--- config.mk ---
export PLATFORM = sky130hd
export DESIGN_NAME = rx_align_strip
export DESIGN_NICKNAME = d
export VERILOG_FILES = /design/src/rtl/rx_align_strip_pkg.sv /design/src/rtl/ras_out_stage.sv /design/src/rtl/ras_len_decode.sv /design/src/rtl/ras_frame_count.sv /design/src/rtl/rx_align_strip.sv
export SDC_FILE = /design/constraint.sdc
export NUM_CORES = 1
export LEC_CHECK = 0
export BUFFER_PORTS_ARGS = -buffer_cell sky130_fd_sc_hd__clkbuf_2
export CAP_MARGIN = 5
export CORE_MARGIN = 10
export CORE_UTILIZATION = 27
export DETAILED_ROUTE_END_ITERATION = 6
export PLACE_DENSITY = 0.52
export SLEW_MARGIN = 20
export SYNTH_ARGS = -nofsm -noshare
export SYNTH_HDL_FRONTEND = slang
export SYNTH_SLANG_ARGS = --single-unit
--- constraint.sdc ---
create_clock -name clk -period 5.38 [get_ports clk]
set_input_delay 1.076 -clock clk [delete_from_list [all_inputs] [get_ports clk]]
set_output_delay 1.076 -clock clk [all_outputs]
set_load 0.02 [all_outputs]
--- src/rtl/rx_align_strip_pkg.sv ---
package rx_align_strip_pkg;
    typedef enum logic [1:0] {
        ST_IDLE = 2'd0,
        ST_FILL = 2'd1,
        ST_BODY = 2'd2,
        ST_TRIM = 2'd3
    } ras_state_e;
endpackage

--- src/rtl/ras_out_stage.sv ---
module ras_out_stage #(
    parameter int DATA_W = 8
) (
    input  logic              clk,
    input  logic              rst_n,
    input  logic              push,
    input  logic [DATA_W-1:0] push_data,
    input  logic              out_ready,
    output logic              slot_free,
    output logic              out_valid,
    output logic [DATA_W-1:0] out_data
);
    assign slot_free = !out_valid || out_ready;

    always_ff @(posedge clk or negedge rst_n) begin
        if (!rst_n) begin
            out_valid <= 1'b0;
            out_data  <= '0;
        end else if (push) begin
            out_valid <= 1'b1;
            out_data  <= push_data;
        end else if (out_ready) begin
            out_valid <= 1'b0;
        end
    end
endmodule

--- src/rtl/ras_len_decode.sv ---
module ras_len_decode #(
    parameter int DATA_W  = 8,
    parameter int CNT_W   = 16,
    parameter int HDR_B   = 14,
    parameter int MIN_PAY = 46,
    parameter int MAX_LEN = 1500
) (
    input  logic              clk,
    input  logic              rst_n,
    input  logic              start,
    input  logic              cfg_strip_en,
    input  logic              take,
    input  logic [CNT_W-1:0]  byte_idx,
    input  logic [DATA_W-1:0] data,
    output logic              strip_act,
    output logic [CNT_W-1:0]  keep_lim
);
    localparam int LEN_W = 2 * DATA_W;
    localparam logic [CNT_W-1:0] IDX_HI = CNT_W'(HDR_B - 2);
    localparam logic [CNT_W-1:0] IDX_LO = CNT_W'(HDR_B - 1);

    logic              strip_en_q;
    logic [DATA_W-1:0] len_hi;
    logic [LEN_W-1:0]  len_val;
    logic              short_len;

    assign len_val   = {len_hi, data};
    assign short_len = (int'(len_val) <= MAX_LEN) && (int'(len_val) < MIN_PAY);

    always_ff @(posedge clk or negedge rst_n) begin
        if (!rst_n) begin
            strip_en_q <= 1'b0;
            strip_act  <= 1'b0;
            len_hi     <= '0;
            keep_lim   <= '0;
        end else if (start) begin
            strip_en_q <= cfg_strip_en;
            strip_act  <= 1'b0;
            len_hi     <= '0;
            keep_lim   <= '0;
        end else if (take && byte_idx == IDX_HI) begin
            len_hi <= data;
        end else if (take && byte_idx == IDX_LO) begin
            strip_act <= strip_en_q && short_len;
            keep_lim  <= CNT_W'(HDR_B) + CNT_W'(len_val);
        end
    end
endmodule

--- src/rtl/ras_frame_count.sv ---
module ras_frame_count #(
    parameter int CNT_W = 16
) (
    input  logic             clk,
    input  logic             rst_n,
    input  logic             start,
    input  logic             take,
    input  logic             emit,
    input  logic             last,
    output logic [CNT_W-1:0] idx,
    output logic             cnt_valid,
    output logic [CNT_W-1:0] cnt_bytes
);
    logic [CNT_W-1:0] idx_base;
    logic [CNT_W-1:0] fwd;
    logic [CNT_W-1:0] fwd_base;
    logic [CNT_W-1:0] fwd_nxt;

    assign idx_base = start ? '0 : idx;
    assign fwd_base = start ? '0 : fwd;
    assign fwd_nxt  = fwd_base + CNT_W'(emit);

    always_ff @(posedge clk or negedge rst_n) begin
        if (!rst_n) begin
            idx       <= '0;
            fwd       <= '0;
            cnt_valid <= 1'b0;
            cnt_bytes <= '0;
        end else begin
            if (take || start) idx <= idx_base + CNT_W'(take);
            if (emit || start) fwd <= fwd_nxt;
            cnt_valid <= take && last;
            if (take && last) cnt_bytes <= fwd_nxt;
        end
    end
endmodule

--- src/rtl/rx_align_strip.sv ---
module rx_align_strip
    import rx_align_strip_pkg::*;
#(
    parameter int          DATA_W    = 8,
    parameter int          CNT_W     = 16,
    parameter int          HDR_B     = 14,
    parameter int          MIN_PAY   = 46,
    parameter int          MAX_LEN   = 1500,
    parameter logic [7:0]  FILL_BYTE = 8'h00
) (
    input  logic              clk,
    input  logic              rst_n,
    input  logic              cfg_align_en,
    input  logic              cfg_strip_en,
    input  logic              in_valid,
    input  logic [DATA_W-1:0] in_data,
    input  logic              in_sof,
    input  logic              in_eof,
    output logic              in_ready,
    output logic              out_valid,
    output logic [DATA_W-1:0] out_data,
    input  logic              out_ready,
    output logic              cnt_valid,
    output logic [CNT_W-1:0]  cnt_bytes
);
    ras_state_e        state, nxt;
    logic              slot_free;
    logic              push;
    logic [DATA_W-1:0] push_data;
    logic              take;
    logic              emit;
    logic              start;
    logic              strip_act;
    logic [CNT_W-1:0]  keep_lim;
    logic [CNT_W-1:0]  idx;
    logic [CNT_W-1:0]  byte_idx;
    logic              keep_ok;

    assign byte_idx = (state == ST_IDLE) ? '0 : idx;
    assign keep_ok  = !(strip_act && (idx >= keep_lim));

    always_ff @(posedge clk or negedge rst_n) begin
        if (!rst_n) state <= ST_IDLE;
        else        state <= nxt;
    end

    always_comb begin
        nxt       = state;
        in_ready  = 1'b0;
        push      = 1'b0;
        push_data = in_data;
        take      = 1'b0;
        emit      = 1'b0;
        start     = 1'b0;
        unique case (state)
            ST_IDLE: begin
                if (in_valid && in_sof) begin
                    if (cfg_align_en) begin
                        if (slot_free) begin
                            push      = 1'b1;
                            push_data = FILL_BYTE;
                            start     = 1'b1;
                            nxt       = ST_FILL;
                        end
                    end else begin
                        in_ready = slot_free;
                        if (slot_free) begin
                            start = 1'b1;
                            take  = 1'b1;
                            push  = 1'b1;
                            emit  = 1'b1;
                            nxt   = in_eof ? ST_IDLE : ST_BODY;
                        end
                    end
                end else begin
                    in_ready = 1'b1;
                end
            end
            ST_FILL: begin
                if (slot_free) begin
                    push      = 1'b1;
                    push_data = FILL_BYTE;
                    nxt       = ST_BODY;
                end
            end
            ST_BODY: begin
                if (keep_ok) begin
                    in_ready = slot_free;
                    if (in_valid && slot_free) begin
                        take = 1'b1;
                        push = 1'b1;
                        emit = 1'b1;
                        nxt  = in_eof ? ST_IDLE : ST_BODY;
                    end
                end else begin
                    in_ready = 1'b1;
                    if (in_valid) begin
                        take = 1'b1;
                        nxt  = in_eof ? ST_IDLE : ST_TRIM;
                    end
                end
            end
            ST_TRIM: begin
                in_ready = 1'b1;
                if (in_valid) begin
                    take = 1'b1;
                    if (in_eof) nxt = ST_IDLE;
                end
            end
            default: nxt = ST_IDLE;
        endcase
    end

    ras_out_stage #(.DATA_W(DATA_W)) out_i (
        .clk       (clk),
        .rst_n     (rst_n),
        .push      (push),
        .push_data (push_data),
        .out_ready (out_ready),
        .slot_free (slot_free),
        .out_valid (out_valid),
        .out_data  (out_data)
    );

    ras_len_decode #(
        .DATA_W(DATA_W), .CNT_W(CNT_W), .HDR_B(HDR_B),
        .MIN_PAY(MIN_PAY), .MAX_LEN(MAX_LEN)
    ) len_i (
        .clk          (clk),
        .rst_n        (rst_n),
        .start        (start),
        .cfg_strip_en (cfg_strip_en),
        .take         (take),
        .byte_idx     (byte_idx),
        .data         (in_data),
        .strip_act    (strip_act),
        .keep_lim     (keep_lim)
    );

    ras_frame_count #(.CNT_W(CNT_W)) cnt_i (
        .clk       (clk),
        .rst_n     (rst_n),
        .start     (start),
        .take      (take),
        .emit      (emit),
        .last      (in_eof),
        .idx       (idx),
        .cnt_valid (cnt_valid),
        .cnt_bytes (cnt_bytes)
    );
endmodule

# Yosys cells after proc, flatten, opt, wreduce, memory -nomap -nowiden
# Index checks and enable logic that the tools add are counted.
# word_totals
reg_bits	86
latch_bits	0
ramBits	0
rom_bits	0
input_bits	16
output_inout_bits	27
wordCells	94
memories	0
# op_classes
addsub	3
multipliers	0
div_mod_pow	0
order_cmp	3
eq_ne	13
n_shift	0
muxes	46
n_bitwise	0
reduce_logical	18
# ops
cell	count
16-bit 2-to-1 mux	6
8-bit 2-to-1 mux	5
16-bit by 1-bit adder with 16-bit output	2
16-bit by 4-bit == test with 1-bit output (second input constant)	2
2-bit 2-to-1 mux	12
1-bit 2-to-1 mux	17
4-bit by 16-bit adder with 16-bit output (first input constant)	1
16-bit >= comparator	1
16-bit by 11-bit less-or-equal comparator with 1-bit output (second input constant)	1
16-bit by 6-bit less-than comparator with 1-bit output (second input constant)	1
8-bit one-hot mux with 2 select lines	1
1-bit one-hot mux with 3 select lines	3
1-bit logical AND	8
2-bit != test (second input constant)	4
2-bit one-hot mux with 4 select lines	1
7-bit AND reduction	1
3-bit != test (second input constant)	2
2-bit nonzero test	3
2-bit == test (second input constant)	2
2-bit by 1-bit != test with 1-bit output (second input constant)	2
1-bit logical OR	3
2-bit by 1-bit == test with 1-bit output (second input constant)	1
2-bit logical NOT	1
1-bit one-hot mux with 2 select lines	1
2 further kinds	2

# Longest topological paths before layout
# Gate-level depths: netlist of the first run.
# depth
word_depth	10
ltp_mapped	16

# Modules after synthesis
# Synthesis of the first run repeated with hierarchy kept, for this count alone.
# hier_totals
hier_cells	547
hier_area_um2	5114.9
# by_module_without_submodules
module	n_inst	cells_each	area_per_inst_um2	seq_area_each_um2
ras_frame_count	1	266	2536.2	1226.2
ras_len_decode	1	136	1371.3	650.6
rx_align_strip	1	125	838.3	50.0
ras_out_stage	1	20	369.1	225.2

# Worst setup path before layout of the first run
# No wires, ideal clock.
# synth_path
path_kind	register -> register
startpoint	reg cnt_i.idx[0]
endpoint	reg cnt_i.fwd[10]
setup_ns	0.125
t_arrival_ns	3.601
required_time_ns	5.255
setup_slack_ns	1.655
path_stages_with_launch	17
n_path_buf	0
period_less_slack_ns	3.725
cell_sequence	dfrtp_1 > inv_1 > ha_1 > nand2b_1 > a2111oi_0 > nor4b_2 > o31ai_4 > nand2_2 > o21ai_2 > ha_1 > ha_1 > nand2_1 > nor4_1 > nand3_1 > xor2_1 > nor2_1 > mux2_2
# synth_between
elab_chain_len	5
word_cells_on_any_way	6
classes_between	1 x add/sub; 1 x order compare; 2 x mux; 2 x reduce/logical
# synth_lines
item	line_no	source
start: declaration	ras_frame_count.sv:10	output logic [CNT_W-1:0] idx,
start signal: assignment	ras_frame_count.sv:30	if (take || start) idx <= idx_base + CNT_W'(take);
16-bit >= comparator *	rx_align_strip.sv:40	assign keep_ok = !(strip_act && (idx >= keep_lim));
1-bit logical AND *	rx_align_strip.sv:40	
1-bit 2-to-1 mux *	rx_align_strip.sv:87	if (keep_ok) begin
1-bit one-hot mux with 2 select lines *	rx_align_strip.sv:55	unique case (state)
16-bit by 1-bit adder with 16-bit output / 1-bit logical OR (equally long branches)	ras_frame_count.sv:21, ras_frame_count.sv:31	
end signal: assignment	ras_frame_count.sv:31	if (emit || start) fwd <= fwd_nxt;
end: declaration	ras_frame_count.sv:15	logic [CNT_W-1:0] fwd;
# Every way passes the cells marked *; elsewhere a longest branch is shown, timed or not.
# A chain may end at the register's enable or synchronous reset.

# Worst setup path after layout of the first run
# layout_path
startpoint	reg cnt_i.idx[0]
endpoint	reg cnt_i.cnt_bytes[10]
# layout_between
elab_chain_len	5
word_cells_on_any_way	8
classes_between	1 x add/sub; 1 x order compare; 4 x mux; 2 x reduce/logical
# layout_lines
item	line_no	source
16-bit >= comparator *	rx_align_strip.sv:40	
1-bit logical AND *	rx_align_strip.sv:40	
1-bit 2-to-1 mux	rx_align_strip.sv:87	
1-bit one-hot mux with 2 select lines / 1-bit one-hot mux with 3 select lines (equally long branches)	rx_align_strip.sv:55	
16-bit by 1-bit adder with 16-bit output / 1-bit logical AND (equally long branches)	ras_frame_count.sv:21, ras_frame_count.sv:33	
end signal: assignment	ras_frame_count.sv:33	if (take && last) cnt_bytes <= fwd_nxt;
end: declaration	ras_frame_count.sv:12	output logic [CNT_W-1:0] cnt_bytes
# Marked as above.

==> results of run 1 <==
-- metrics by stage --
stage          hold slack [ns]  instances  worst slack, ns
2_1_floorplan           0.4453        505            1.655
3_3_place_gp            0.4613        761            1.298
3_5_place_dp            0.4681        761            1.200
4_1_cts                 0.4817        776            1.149
5_1_grt                 0.5095        776           0.8089
6_report                0.4787        776            1.181
-- metal layers --
layer  wire [microns]  track usage  share of wire
met1             5383       0.1229           0.44
met2             6146       0.1795           0.51
met3              396      0.02357          0.033
met4              196      0.04408          0.016
met5                0            0              0
-- cell usage in the layout, fill, tap and decap left out, types with 21 or more instances in the layout --
master    synthesis  layout
clkbuf_2          0      41
dfrtp_1          86      86
ha_1             22      22
inv_1            23      23
nand2_1          66      66
nand3_1          21      21
nor2_1           45      45
o31ai_1          25      25
xor2_1           24      24
-- final cells by class --
class / count / share of cell area
multi-input combinational: 374 / 0.4541
sequential: 86 / 0.3806
tap: 229 / 0.05067
timing repair buffer: 48 / 0.04559
clock buffer: 12 / 0.04536
inverter: 24 / 0.01593
clock inverter: 3 / 0.007745
-- state kept, by name, indices dropped and copies added, names as in the netlist --
name,cells
cnt_i.cnt_bytes,16
len_i.len_hi,8
out_i.out_valid,1
cnt_i.idx,16
len_i.keep_lim,16
len_i.strip_en_q,1
out_i.out_data,8
len_i.strip_act,1
state,2
cnt_i.fwd,16
cnt_i.cnt_valid,1
-- cell families (layout without fill, tap and decap cells) --
| group | Yosys count | in the layout | synth area share |
|---|---|---|---|
| buffers and inverters | 45 | 87 | 0.03535 |
| DFF | 86 | 86 | 0.4407 |
| xor gates and xnor gates | 39 | 39 | 0.06995 |
| muxes | 29 | 29 | 0.06457 |
| AOI/OAI and AO/OA | 93 | 93 | 0.1404 |
| and+or+nand+nor | 191 | 191 | 0.1927 |
| adders and majority gates | 22 | 22 | 0.05637 |
-- worst max-delay path: cells and delay by family, from the launching register on --
| family | cells | cell delay (ns) |
|---|---|---|
| buffers and inverters | 2 | 0.35 |
| AND/OR/NAND/NOR | 7 | 1.25 |
| AO/OA/AOI/OAI | 3 | 0.91 |
| adder cells (fa/ha/maj) | 3 | 0.77 |
| multiplexers | 1 | 0.27 |
| XOR/XNOR | 1 | 0.15 |
| flip-flops | 1 | 0.39 |
-- worst max path at each step --
stage	start	end	slack [ns]	cells after the start
6_report	cnt_i.idx[0]	cnt_i.cnt_bytes[10]	1.18	17
5_1_grt	cnt_i.idx[0]	cnt_i.fwd[10]	0.81	17
4_1_cts	cnt_i.idx[0]	cnt_i.fwd[10]	1.15	17
3_5_place_dp	cnt_i.idx[0]	cnt_i.cnt_bytes[10]	1.20	17
3_3_place_gp	cnt_i.idx[0]	cnt_i.cnt_bytes[10]	1.30	17
2_1_floorplan	cnt_i.idx[0]	cnt_i.fwd[10]	1.65	16
-- where the power goes --
part	total [W]	switching, W	internal (W)
registers	0.000849	0.0000993	0.000750
logic	0.000613	0.000370	0.000243
clock network	0.000636	0.000254	0.000383
==> impl_summary.log, run 1 <==
INFO  metric outcome = completed
INFO  metric postSynth.asyncResetShare = 1.000
INFO  metric irDropWorstVdd = around 150 uV
INFO  metric total_power = 0.002098 W
INFO  metric max_slew.worst_pin.slew = 0.8827 ns
INFO  metric reg2reg_from = cnt_i.idx[0]
INFO  metric cellLeakagePower = roughly 2.5 nW
INFO  metric cts_post_setup_buffers_inserted = 0
INFO  metric slew_headroom = 0.4115
INFO  metric routed_wl = 12120 microns
INFO  metric synth_top_cells_by_count = dfrtp_1, nand2_1, nor2_1, o31ai_1, xor2_1
INFO  metric first_global_vias = 3956
INFO  metric delay_contributed_by_the_slowest_stage_of_the_critical_path = 0.50 ns
INFO  metric cts-resized-gates = 0
INFO  metric core_area = 17900 sq um
INFO  metric detail_route.drc_violations = 0
INFO  metric ios = between 40 and 50
INFO  metric cts.sinks = 86
INFO  metric post-synth-top-area-fraction = 0.4407
INFO  metric yosysWarnings = 0
INFO  metric grt_setup_unrepaired = false
INFO  metric hold_depth = 2
INFO  metric holdBufCountCts = 0
INFO  metric fp-row-count = 49
INFO  metric drtIter0Drc = between 200 and 250
INFO  metric timing_worst_setup_path_type = reg2reg
INFO  metric placed_cell_area = roughly 5400 sq um
INFO  metric io_buffers = 42
INFO  metric worstReg2RegEnd = cnt_i.cnt_bytes[10]
INFO  metric cts_max_level = 3
INFO  metric yosys_register_bits = 86
INFO  metric synth_edf_count = 0
INFO  metric cp_max_fo = 19
INFO  metric cap_viol_max_count = 0
INFO  metric synth.largest_area_cell = dfrtp_1
INFO  metric arrival = 4.43 ns
INFO  metric die_width = 154.5 microns
INFO  metric insertedDiodeCount = 0
INFO  metric timing_max_transition_violations_final = 0
INFO  metric fin_worst_skew = slightly below 0.009 ns
INFO  metric setup.reg_to_reg.worst_slack = 1.18 ns
INFO  metric grt.total_usage = 0.1047
INFO  metric area_growth_syn_to_layout = 15.78%
INFO  metric stdcell_area = about 5700 sq um
INFO  metric postSynthAreaPerCell = between 9 and 10 sq um
INFO  metric syn_area = 4883 sq um
INFO  metric worst_hold_path.endpoint = len_i.keep_lim[8]
INFO  metric fmaxAchievable = between 200 and 250 MHz
INFO  metric multi_input_area = 2567 sq um
INFO  metric first_pass_grt_wire_length = 20400 microns
INFO  metric yosysUniqueCellTypes = 53
INFO  metric critical-path-top-cell-by-count = ha_1
INFO  metric cts_buffer_count = 9
INFO  metric clock_slew_at_reported_path_ffs = 0.06 ns
INFO  metric route.detailed.vias_per_inst = 4.910
INFO  metric path_cells = inv_1 > ha_1 > nand2b_1 > a2111oi_0 > nor4b_2 > o31ai_4 > buf_4 > nand2_2 > o21ai_2 > ha_1 > ha_1 > nand2_1 > nor4_1 > nand3_1 > xor2_1 > nor2_1 > mux2_2
INFO  metric grt_start_max_net_pins = 54
INFO  metric hpwl = 8930 microns
INFO  metric dr.pass1.iters = 4
INFO  metric seqCellArea = 2152 sq um
INFO  metric final-setup-viol-count = 0
INFO  metric post_drt_wl_per_cell = 15.62 microns
INFO  metric antenna_left = 0
INFO  metric synth_area_leaders = dfrtp_1, ha_1, nand2_1
INFO  metric report.final.hold_viol_count = 0
INFO  metric minimum_period_implied_by_the_final_worst_setup_slack = 4.199 ns
INFO  metric via_count_of_the_routed_design = 3810
INFO  metric synth.yosys.seq_area_share = 0.4407
INFO  metric ff2ff_path_depth = 17
INFO  metric worstHoldStart = len_i.keep_lim[8]
INFO  metric final_layout_size_suffix_gt1_frac = 0.1737
INFO  metric place_congestion = 0.7795
INFO  metric critPathSlowestCell = a2111oi_0
INFO  metric hold_path_class = reg2reg
INFO  metric power.density = approximately 370 nW/um^2
INFO  metric ys_dominant_reg_cell = dfrtp_1
INFO  metric grt_antenna_before_repair = 0
INFO  metric postSynthCellCount = between 500 and 600
INFO  metric timing.final.crit_share = 0.7806
INFO  metric critPathCaptureType = register
INFO  metric final_net_count = 581
INFO  metric die_h = 154.5 microns
INFO  metric tritoncts = built
INFO  metric synthesis.nets = between 500 and 600
INFO  metric fp.dieArea = between 20000 and 25000 sq um
INFO  metric worst_ep_required_time = ~5.6 ns
INFO  metric final.setup.tns = 0 ns
INFO  metric yosysMostFrequentCell = dfrtp_1
INFO  metric clock_latency = 0.35 ns
INFO  metric root_buffer = clkbuf_16
INFO  metric grt-ovfl-total = 0
INFO  metric clockBufferDepth = 2
INFO  metric final_core_utilization = 0.3158
INFO  metric layout.filler_cells = 1882
INFO  metric critical_path.startpoint_type = register
INFO  metric initial_utilization = 0.2728
(Power assumes the default switching activity.)
==> run 2, diff against run 1 <==
--- a/config.mk
+++ b/config.mk
@@ -10,7 +10,7 @@
 export CORE_MARGIN = 10
 export CORE_UTILIZATION = 27
 export DETAILED_ROUTE_END_ITERATION = 6
-export PLACE_DENSITY = 0.52
+export PLACE_DENSITY = 0.54
 export SLEW_MARGIN = 20
 export SYNTH_ARGS = -nofsm -noshare
 export SYNTH_HDL_FRONTEND = slang
==> constraint.sdc (replaced) <==
create_clock -name clk -period 3.4 [get_ports clk]
set_input_delay 0.68 -clock clk [delete_from_list [all_inputs] [get_ports clk]]
set_output_delay 0.68 -clock clk [all_outputs]
set_load 0.02 [all_outputs]
==> run 2 against run 1 <==
Die area unchanged; combinational power is 99% higher; worst hold slack lost 0.085 ns; critical path depth down 5; first-iteration DRC count increased by 9.6%; setup slack worse by 1.1 ns; wire length up 4.2%; final area is 7.5% higher; clock power rose by 55%.
==> impl_summary.log, run 2 (synthesis results as in run 1) <==
INFO  metric first_pass_grt_wire_length = 20720 microns (+1.6%)
INFO  metric arrival = 2.65 ns (-1.78 ns)
INFO  metric area_growth_syn_to_layout = 24.49%
INFO  metric final.setup.tns = 0 ns (unchanged)
INFO  metric gr-usage-met1 = 0.1268 (+0.003908)
INFO  metric grt_start_max_net_pins = 87 (+61%)
INFO  metric leading_cell_type_in_the_layout_fill_and_taps_excluded = dfrtp_1
INFO  metric cap_viol_max_count = 0 (unchanged)
INFO  metric multi_input_area = 2724 sq um (+6.1%)
INFO  metric hold_path_class = in2async
INFO  metric dr.pass1.iters = 5 (+1)
INFO  metric path_cells = inv_2 > ha_4 > nand2b_4 > a2111oi_4 > nor4b_4 > o31ai_4 > buf_4 > buf_8 > nand2_2 > o21ai_1 > a21oi_1 > buf_4
INFO  metric top_usage_layer = met2
INFO  metric final_layout_size_suffix_gt1_frac = 0.2500 (+0.07633)
INFO  metric grtUsageMet2 = 0.1762 (-0.003260)
INFO  metric irDropWorstVdd = 260.6 uV (+71%)
INFO  metric fin_worst_skew = 0.007499 ns (-0.001179 ns)
INFO  metric layout.filler_cells = 1850 (-1.7%)
INFO  metric timing_worst_setup_path_type = reg2out
INFO  metric worst_ep_required_time = 2.72 ns (-2.90 ns)
INFO  metric critical_path.startpoint_type = register
INFO  metric grt_antenna_before_repair = 0 (unchanged)
INFO  metric place_congestion = 0.7829 (+0.44%)
INFO  metric routed_wl = 12640 microns (+4.2%)
INFO  metric gr-usage-met3 = 0.03328 (+0.009706)
INFO  metric grt-ovfl-total = 0 (unchanged)
INFO  metric cts.sinks = 86 (unchanged)
INFO  metric io_buffers = 42 (unchanged)
INFO  metric critical-path-top-cell-by-count = buf_4
INFO  metric cts_buffer_count = 9 (unchanged)
INFO  metric insertedDiodeCount = 0 (unchanged)
INFO  metric clock_latency = 0.35 ns (about the same)
INFO  metric route.detailed.vias_per_inst = 5.007 (+2.0%)
INFO  metric critPathSlowestCell = dfrtp_1
INFO  metric die_h = 154.5 microns (unchanged)
INFO  metric clockBufferDepth = 2 (unchanged)
INFO  metric detail_route.drc_violations = 0 (unchanged)
INFO  metric first_global_vias = 4031 (+1.9%)
INFO  metric slew_headroom = 0.4656 (+0.05412)
INFO  metric via_count_of_the_routed_design = 4051 (+6.3%)
INFO  metric final-setup-viol-count = 0 (unchanged)
INFO  metric total_power = 0.003521 W (+68%)
INFO  metric hpwl = 9006 microns (+0.85%)
INFO  metric timing_max_transition_violations_final = 0 (unchanged)
INFO  metric tritoncts = built
INFO  metric antenna_left = 0 (unchanged)
INFO  metric clock_slew_at_reported_path_ffs = 0.06 ns (about the same)
INFO  metric delay_contributed_by_the_slowest_stage_of_the_critical_path = 0.42 ns (-0.08 ns)
INFO  metric report.final.hold_viol_count = 0 (unchanged)
INFO  metric timing.final.crit_share = 0.9796
INFO  metric fmaxAchievable = roughly 300 MHz
INFO  metric final_net_count = 614 (+5.7%)
INFO  metric cell_internal_pwr = 0.002283 W (+66%)
INFO  metric sequential_cell_fraction_of_total_power = 0.375 (-0.030)
INFO  metric die_width = 154.5 microns (unchanged)
INFO  metric cp_max_fo = 6 (-13)
INFO  metric final_cell_mix = dfrtp_1, nand2_1, nor2_1
INFO  metric ios = 43 (unchanged)
INFO  metric power.share.clock = 0.279 (-0.024)
INFO  metric holdBufCountCts = 0 (unchanged)
INFO  metric root_buffer = clkbuf_16
INFO  metric outcome = completed
INFO  metric fp.dieArea = 23870 sq um (unchanged)
INFO  metric cellLeakagePower = 2.724 nW (+7.7%)
INFO  metric power.density = 579.2 nW/um^2 (+56%)
INFO  metric net-switching-power = 0.001238 W (+71%)
INFO  metric fp-row-count = 49 (unchanged)
INFO  metric minimum_period_implied_by_the_final_worst_setup_slack = 3.330 ns
INFO  metric seqCellArea = 2152 sq um (unchanged)
INFO  metric max_slew.worst_pin.slew = 0.8015 ns (-0.08118 ns)
INFO  metric grt.total_usage = 0.1056 (+0.0008958)
INFO  metric netSwitchingFraction = 0.3516 (+0.007109)
INFO  metric cts_max_level = 3 (unchanged)
INFO  metric drtIter0Drc = 250 (+9.6%)
INFO  metric combPwrFrac = 0.346 (+0.054)
INFO  metric critPathCaptureType = output port
INFO  metric initial_utilization = 0.2728 (unchanged)
INFO  metric core_area = 17900 sq um (unchanged)
INFO  metric post_drt_wl_per_cell = 15.62 microns (about the same)
-- run 2: cell types whose count changed in the layout (fill, tap and decap cells not counted), sizes merged --
| cell | delta |
|---|---|
| clkinvlp | +2 |
| buf | +34 |
| clkinv | -2 |
| bufinv | -1 |
-- run 2: what timing repair did --
action,CTS,global route
gates resized for setup,1,22
pin swaps,1,15
endpoints found under the setup margin,1,20
setup buffers,1,9
-- run 2: worst paths after layout --
path                                    start             endpoint  slack [ns]  cells past startpoint
max reg2reg                      cnt_i.idx[0]  cnt_i.cnt_bytes[13]        0.17                     16
max in group asynchronous               rst_n  cnt_i.cnt_bytes[13]        2.46                      1
max                              cnt_i.idx[0]             in_ready        0.07                     12
min                                     rst_n   len_i.keep_lim[15]        0.39                      1
min reg2reg                cnt_i.cnt_bytes[5]   cnt_i.cnt_bytes[5]        0.48                      2
min in group clk           cnt_i.cnt_bytes[5]   cnt_i.cnt_bytes[5]        0.48                      2
-- run 2: metal layers --
| layer | wire [microns] | share of wire |
|---|---|---|
| met1 | 5571 | 0.44 |
| met2 | 6328 | 0.50 |
| met3 | 602 | 0.048 |
| met4 | 135 | 0.011 |
| met5 | 0 | 0 |
-- run 2: per-stage QoR --
stage	cell area [sq um]	worst slack (ns)	utilization	instances	hold WS (ns)
3_5_place_dp	5607	0.04399	0.3132	784	0.4698
4_1_cts	5913	0.03322	0.3303	800	0.4854
6_report	6080	0.06951	0.3396	809	0.3933
3_3_place_gp	5607	0.1465	0.3132	784	0.4622
5_1_grt	6080	-0.005753	0.3396	809	0.4724
2_1_floorplan	4951	0.03523	-	505	0.3844
-- run 2: cell type report --
type | instances | share of cell area
clock buffer | 13 | 0.04610
multi-input combinational | 374 | 0.4480
clock inverter | 2 | 0.002470
tap | 229 | 0.04713
timing repair buffer | 81 | 0.08747
sequential | 86 | 0.3540
inverter | 24 | 0.01482
-- run 2: worst max-delay path, delay by kind of cell (launching register included) --
kind,cells,cell delay (ns)
buffers and inverters,4,0.54
adder cells (fa/ha/maj),1,0.19
AND/OR/NAND/NOR,3,0.30
flip-flops,1,0.42
AO/OA/AOI/OAI,4,0.84
-- run 2: power by group through the flow --
stage	logic (W)	registers, W	clock network [W]
2_1_floorplan	0.000691	0.00138	0
3_3_place_gp	0.00111	0.00133	0
3_5_place_dp	0.00112	0.00134	0
4_1_cts	0.00113	0.00132	0.00101
5_1_grt	0.00135	0.00135	0.00105
6_report	0.00122	0.00132	0.000983
==> run 3, diff against run 2 <==
--- a/config.mk
+++ b/config.mk
@@ -9,6 +9,7 @@
 export CAP_MARGIN = 5
 export CORE_MARGIN = 10
 export CORE_UTILIZATION = 27
+export CTS_BUF_LIST = sky130_fd_sc_hd__clkbuf_4
 export DETAILED_ROUTE_END_ITERATION = 6
 export PLACE_DENSITY = 0.54
 export SLEW_MARGIN = 20
==> run 3 against run 2 <==
Combinational power is 3% higher; die area stayed put; utilization is 0.96 points lower; clock power is 49% lower; register-to-register slack better by 0.02 ns; via count hardly changed; critical path depth is 1 lower; sequential share of layout area is 1.1 points higher; critical endpoint unchanged; largest cell class unchanged.
==> impl_summary.log, run 3 (synthesis results as in run 1) <==
INFO  metric outcome = completed
INFO  metric fin_worst_skew = 0.02137 ns (+0.01387 ns)
INFO  metric initial_utilization = 0.2728 (unchanged)
INFO  metric grt_antenna_before_repair = 1 (+1)
INFO  metric cts.sinks = 86 (unchanged)
INFO  metric leading_cell_type_in_the_layout_fill_and_taps_excluded = dfrtp_1
INFO  metric tritoncts = built
INFO  metric route.detailed.vias_per_inst = 4.988 (-0.39%)
INFO  metric grt.total_usage = 0.1067 (+0.001098)
INFO  metric final.setup.tns = 0 ns (unchanged)
INFO  metric io_buffers = 42 (unchanged)
INFO  metric antenna_left = 0 (unchanged)
INFO  metric final_layout_size_suffix_gt1_frac = 0.2491 (-0.0008591)
INFO  metric setup.reg_to_reg.worst_slack = 0.19 ns (+0.02 ns)
INFO  metric place_congestion = 0.7829 (unchanged)
INFO  metric ios = 43 (unchanged)
INFO  metric hpwl = 9006 microns (unchanged)
INFO  metric final_cell_mix = dfrtp_1, nand2_1, nor2_1
INFO  metric power.density = 520.1 nW/um^2 (-10%)
INFO  metric area_growth_syn_to_layout = 20.98%
INFO  metric cts_buffer_count = 9 (unchanged)
INFO  metric via_count_of_the_routed_design = 4050 (-0.025%)
INFO  metric detail_route.drc_violations = 0 (unchanged)
INFO  metric critPathCaptureType = output port
INFO  metric ff2ff_path_depth = 15 (-1)
INFO  metric grt_start_max_net_pins = 87 (unchanged)
INFO  metric hold_path_class = in2async
INFO  metric routed_wl = 12690 microns (+0.38%)
INFO  metric first_global_vias = 4046 (+0.37%)
INFO  metric power.share.clock = 0.162 (-0.117)
INFO  metric cp_max_fo = 2 (-4)
INFO  metric clockBufferDepth = 2 (unchanged)
INFO  metric final_net_count = 616 (+0.33%)
INFO  metric clock_latency = 0.47 ns (+0.12 ns)
INFO  metric netSwitchingFraction = 0.3915 (+0.03989)
INFO  metric first_pass_grt_wire_length = 20880 microns (+0.77%)
INFO  metric critical_path.startpoint_type = register
INFO  metric post_drt_wl_per_cell = 15.62 microns (about the same)
INFO  metric slew_headroom = 0.4662 (+0.0005660)
INFO  metric cellLeakagePower = 2.634 nW (-3.3%)
INFO  metric timing_max_transition_violations_final = 0 (unchanged)
INFO  metric fp.dieArea = 23870 sq um (unchanged)
INFO  metric fmaxAchievable = 305.8 MHz (+1.8%)
INFO  metric minimum_period_implied_by_the_final_worst_setup_slack = 3.271 ns (-0.05997 ns)
INFO  metric fp-row-count = 49 (unchanged)
INFO  metric sequential_cell_fraction_of_total_power = 0.427 (+0.052)
INFO  metric die_h = 154.5 microns (unchanged)
INFO  metric core_area = 17900 sq um (unchanged)
INFO  metric net-switching-power = 0.001203 W (-2.8%)
INFO  metric cap_viol_max_count = 0 (unchanged)
INFO  metric combPwrFrac = 0.410 (+0.064)
INFO  metric irDropWorstVdd = 225.7 uV (-13%)
INFO  metric holdBufCountCts = 0 (unchanged)
INFO  metric max_slew.worst_pin.slew = 0.8007 ns (-0.0008491 ns)
INFO  metric grt-ovfl-total = 0 (unchanged)
INFO  metric report.final.hold_viol_count = 0 (unchanged)
INFO  metric arrival = 2.59 ns (-0.06 ns)
INFO  metric final-setup-viol-count = 0 (unchanged)
INFO  metric die_width = 154.5 microns (unchanged)
INFO  metric cts_max_level = 3 (unchanged)
INFO  metric clock_slew_at_reported_path_ffs = 0.13 ns (+0.07 ns)
INFO  metric cell_internal_pwr = 0.001870 W (-18%)
INFO  metric worst_ep_required_time = 2.72 ns (about the same)
INFO  metric root_buffer = clkbuf_4
INFO  metric reg2reg_from = cnt_i.idx[0]
INFO  metric worst_hold_slack = 0.2560 ns (-0.1373 ns)
INFO  metric worstReg2RegEnd = cnt_i.fwd[9]
INFO  metric timing_worst_setup_path_type = reg2out
INFO  metric dr.pass1.iters = 6 (+1)
INFO  metric timing.final.crit_share = 0.9619 (-0.01764)
INFO  metric drtIter0Drc = 229 (-8.4%)
==> run 3: cell type report <==
| cell class | instances | area (sq um) |
|---|---|---|
| Fill cell | 1864 | 11990 |
| Multi-Input combinational cell | 374 | 2730 |
| Sequential cell | 86 | 2155 |
| Timing Repair Buffer | 83 | 546.8 |
| Tap cell | 229 | 286.5 |
| Inverter | 24 | 90.09 |
| Clock buffer | 9 | 67.56 |
| Clock inverter | 6 | 30.03 |
| Antenna cell | 1 | 2.502 |
==> run 3: worst max path at each step <==
stage / start / to / slack (ns) / cells past startpoint
after global routing: len_i.keep_lim[13] / cnt_i.idx[14] / -0.008 / 14
final: cnt_i.idx[0] / in_ready / 0.13 / 11
after global placement: cnt_i.idx[0] / cnt_i.cnt_bytes[13] / 0.15 / 16
after CTS: cnt_i.idx[15] / in_ready / 0.03 / 10
after detailed placement: cnt_i.idx[0] / cnt_i.fwd[9] / 0.04 / 15
after floorplan: cnt_i.idx[0] / cnt_i.fwd[9] / 0.04 / 15
==> run 3: timing repair <==
action,CTS,global route
endpoints found under the setup margin,3,19
resized for setup,3,21
setup buffers,2,10
pin swaps,1,9
==> run 3: worst max-delay path, cell delays in order, from the launching register on <==
cell	delay, ns
dfrtp_1	0.42
inv_2	0.08
ha_4	0.19
nand2b_4	0.14
a2111oi_4	0.39
nor4b_4	0.11
o31ai_4	0.30
buf_6	0.16
nand2_4	0.05
o21ai_2	0.07
a21oi_2	0.07
buf_6	0.14
==> run 3: power groups by stage <==
| stage | combinational (W) | clock, W | sequential, W |
|---|---|---|---|
| after floorplan | 0.000691 | 0 | 0.00138 |
| after global placement | 0.00111 | 0 | 0.00133 |
| after detailed placement | 0.00112 | 0 | 0.00134 |
| after CTS | 0.00118 | 0.000521 | 0.00131 |
| after global routing | 0.00140 | 0.000574 | 0.00134 |
| final | 0.00126 | 0.000499 | 0.00131 |
==> run 3: per-layer routing <==
| layer | up-vias | part of all wire | global-route usage |
|---|---|---|---|
| li1 | 1949 | - | - |
| met1 | 1993 | 0.44 | 0.1269 |
| met2 | 89 | 0.49 | 0.1764 |
| met3 | 19 | 0.043 | 0.03466 |
| met4 | 0 | 0.020 | 0.03734 |
| met5 | - | 0 | 0 |
==> run 3: stage by stage <==
stage | setup slack (ns) | instance area [sq um] | utilization | instances | total power (W)
after detailed placement | 0.04399 | 5607 | 0.3132 | 784 | 0.002457
after global routing | -0.008313 | 5908 | 0.3300 | 812 | 0.003310
after floorplan | 0.03523 | 4951 | - | 505 | 0.002067
final | 0.1295 | 5908 | 0.3300 | 812 | 0.003073
after global placement | 0.1465 | 5607 | 0.3132 | 784 | 0.002435
after CTS | 0.02793 | 5744 | 0.3209 | 801 | 0.003014
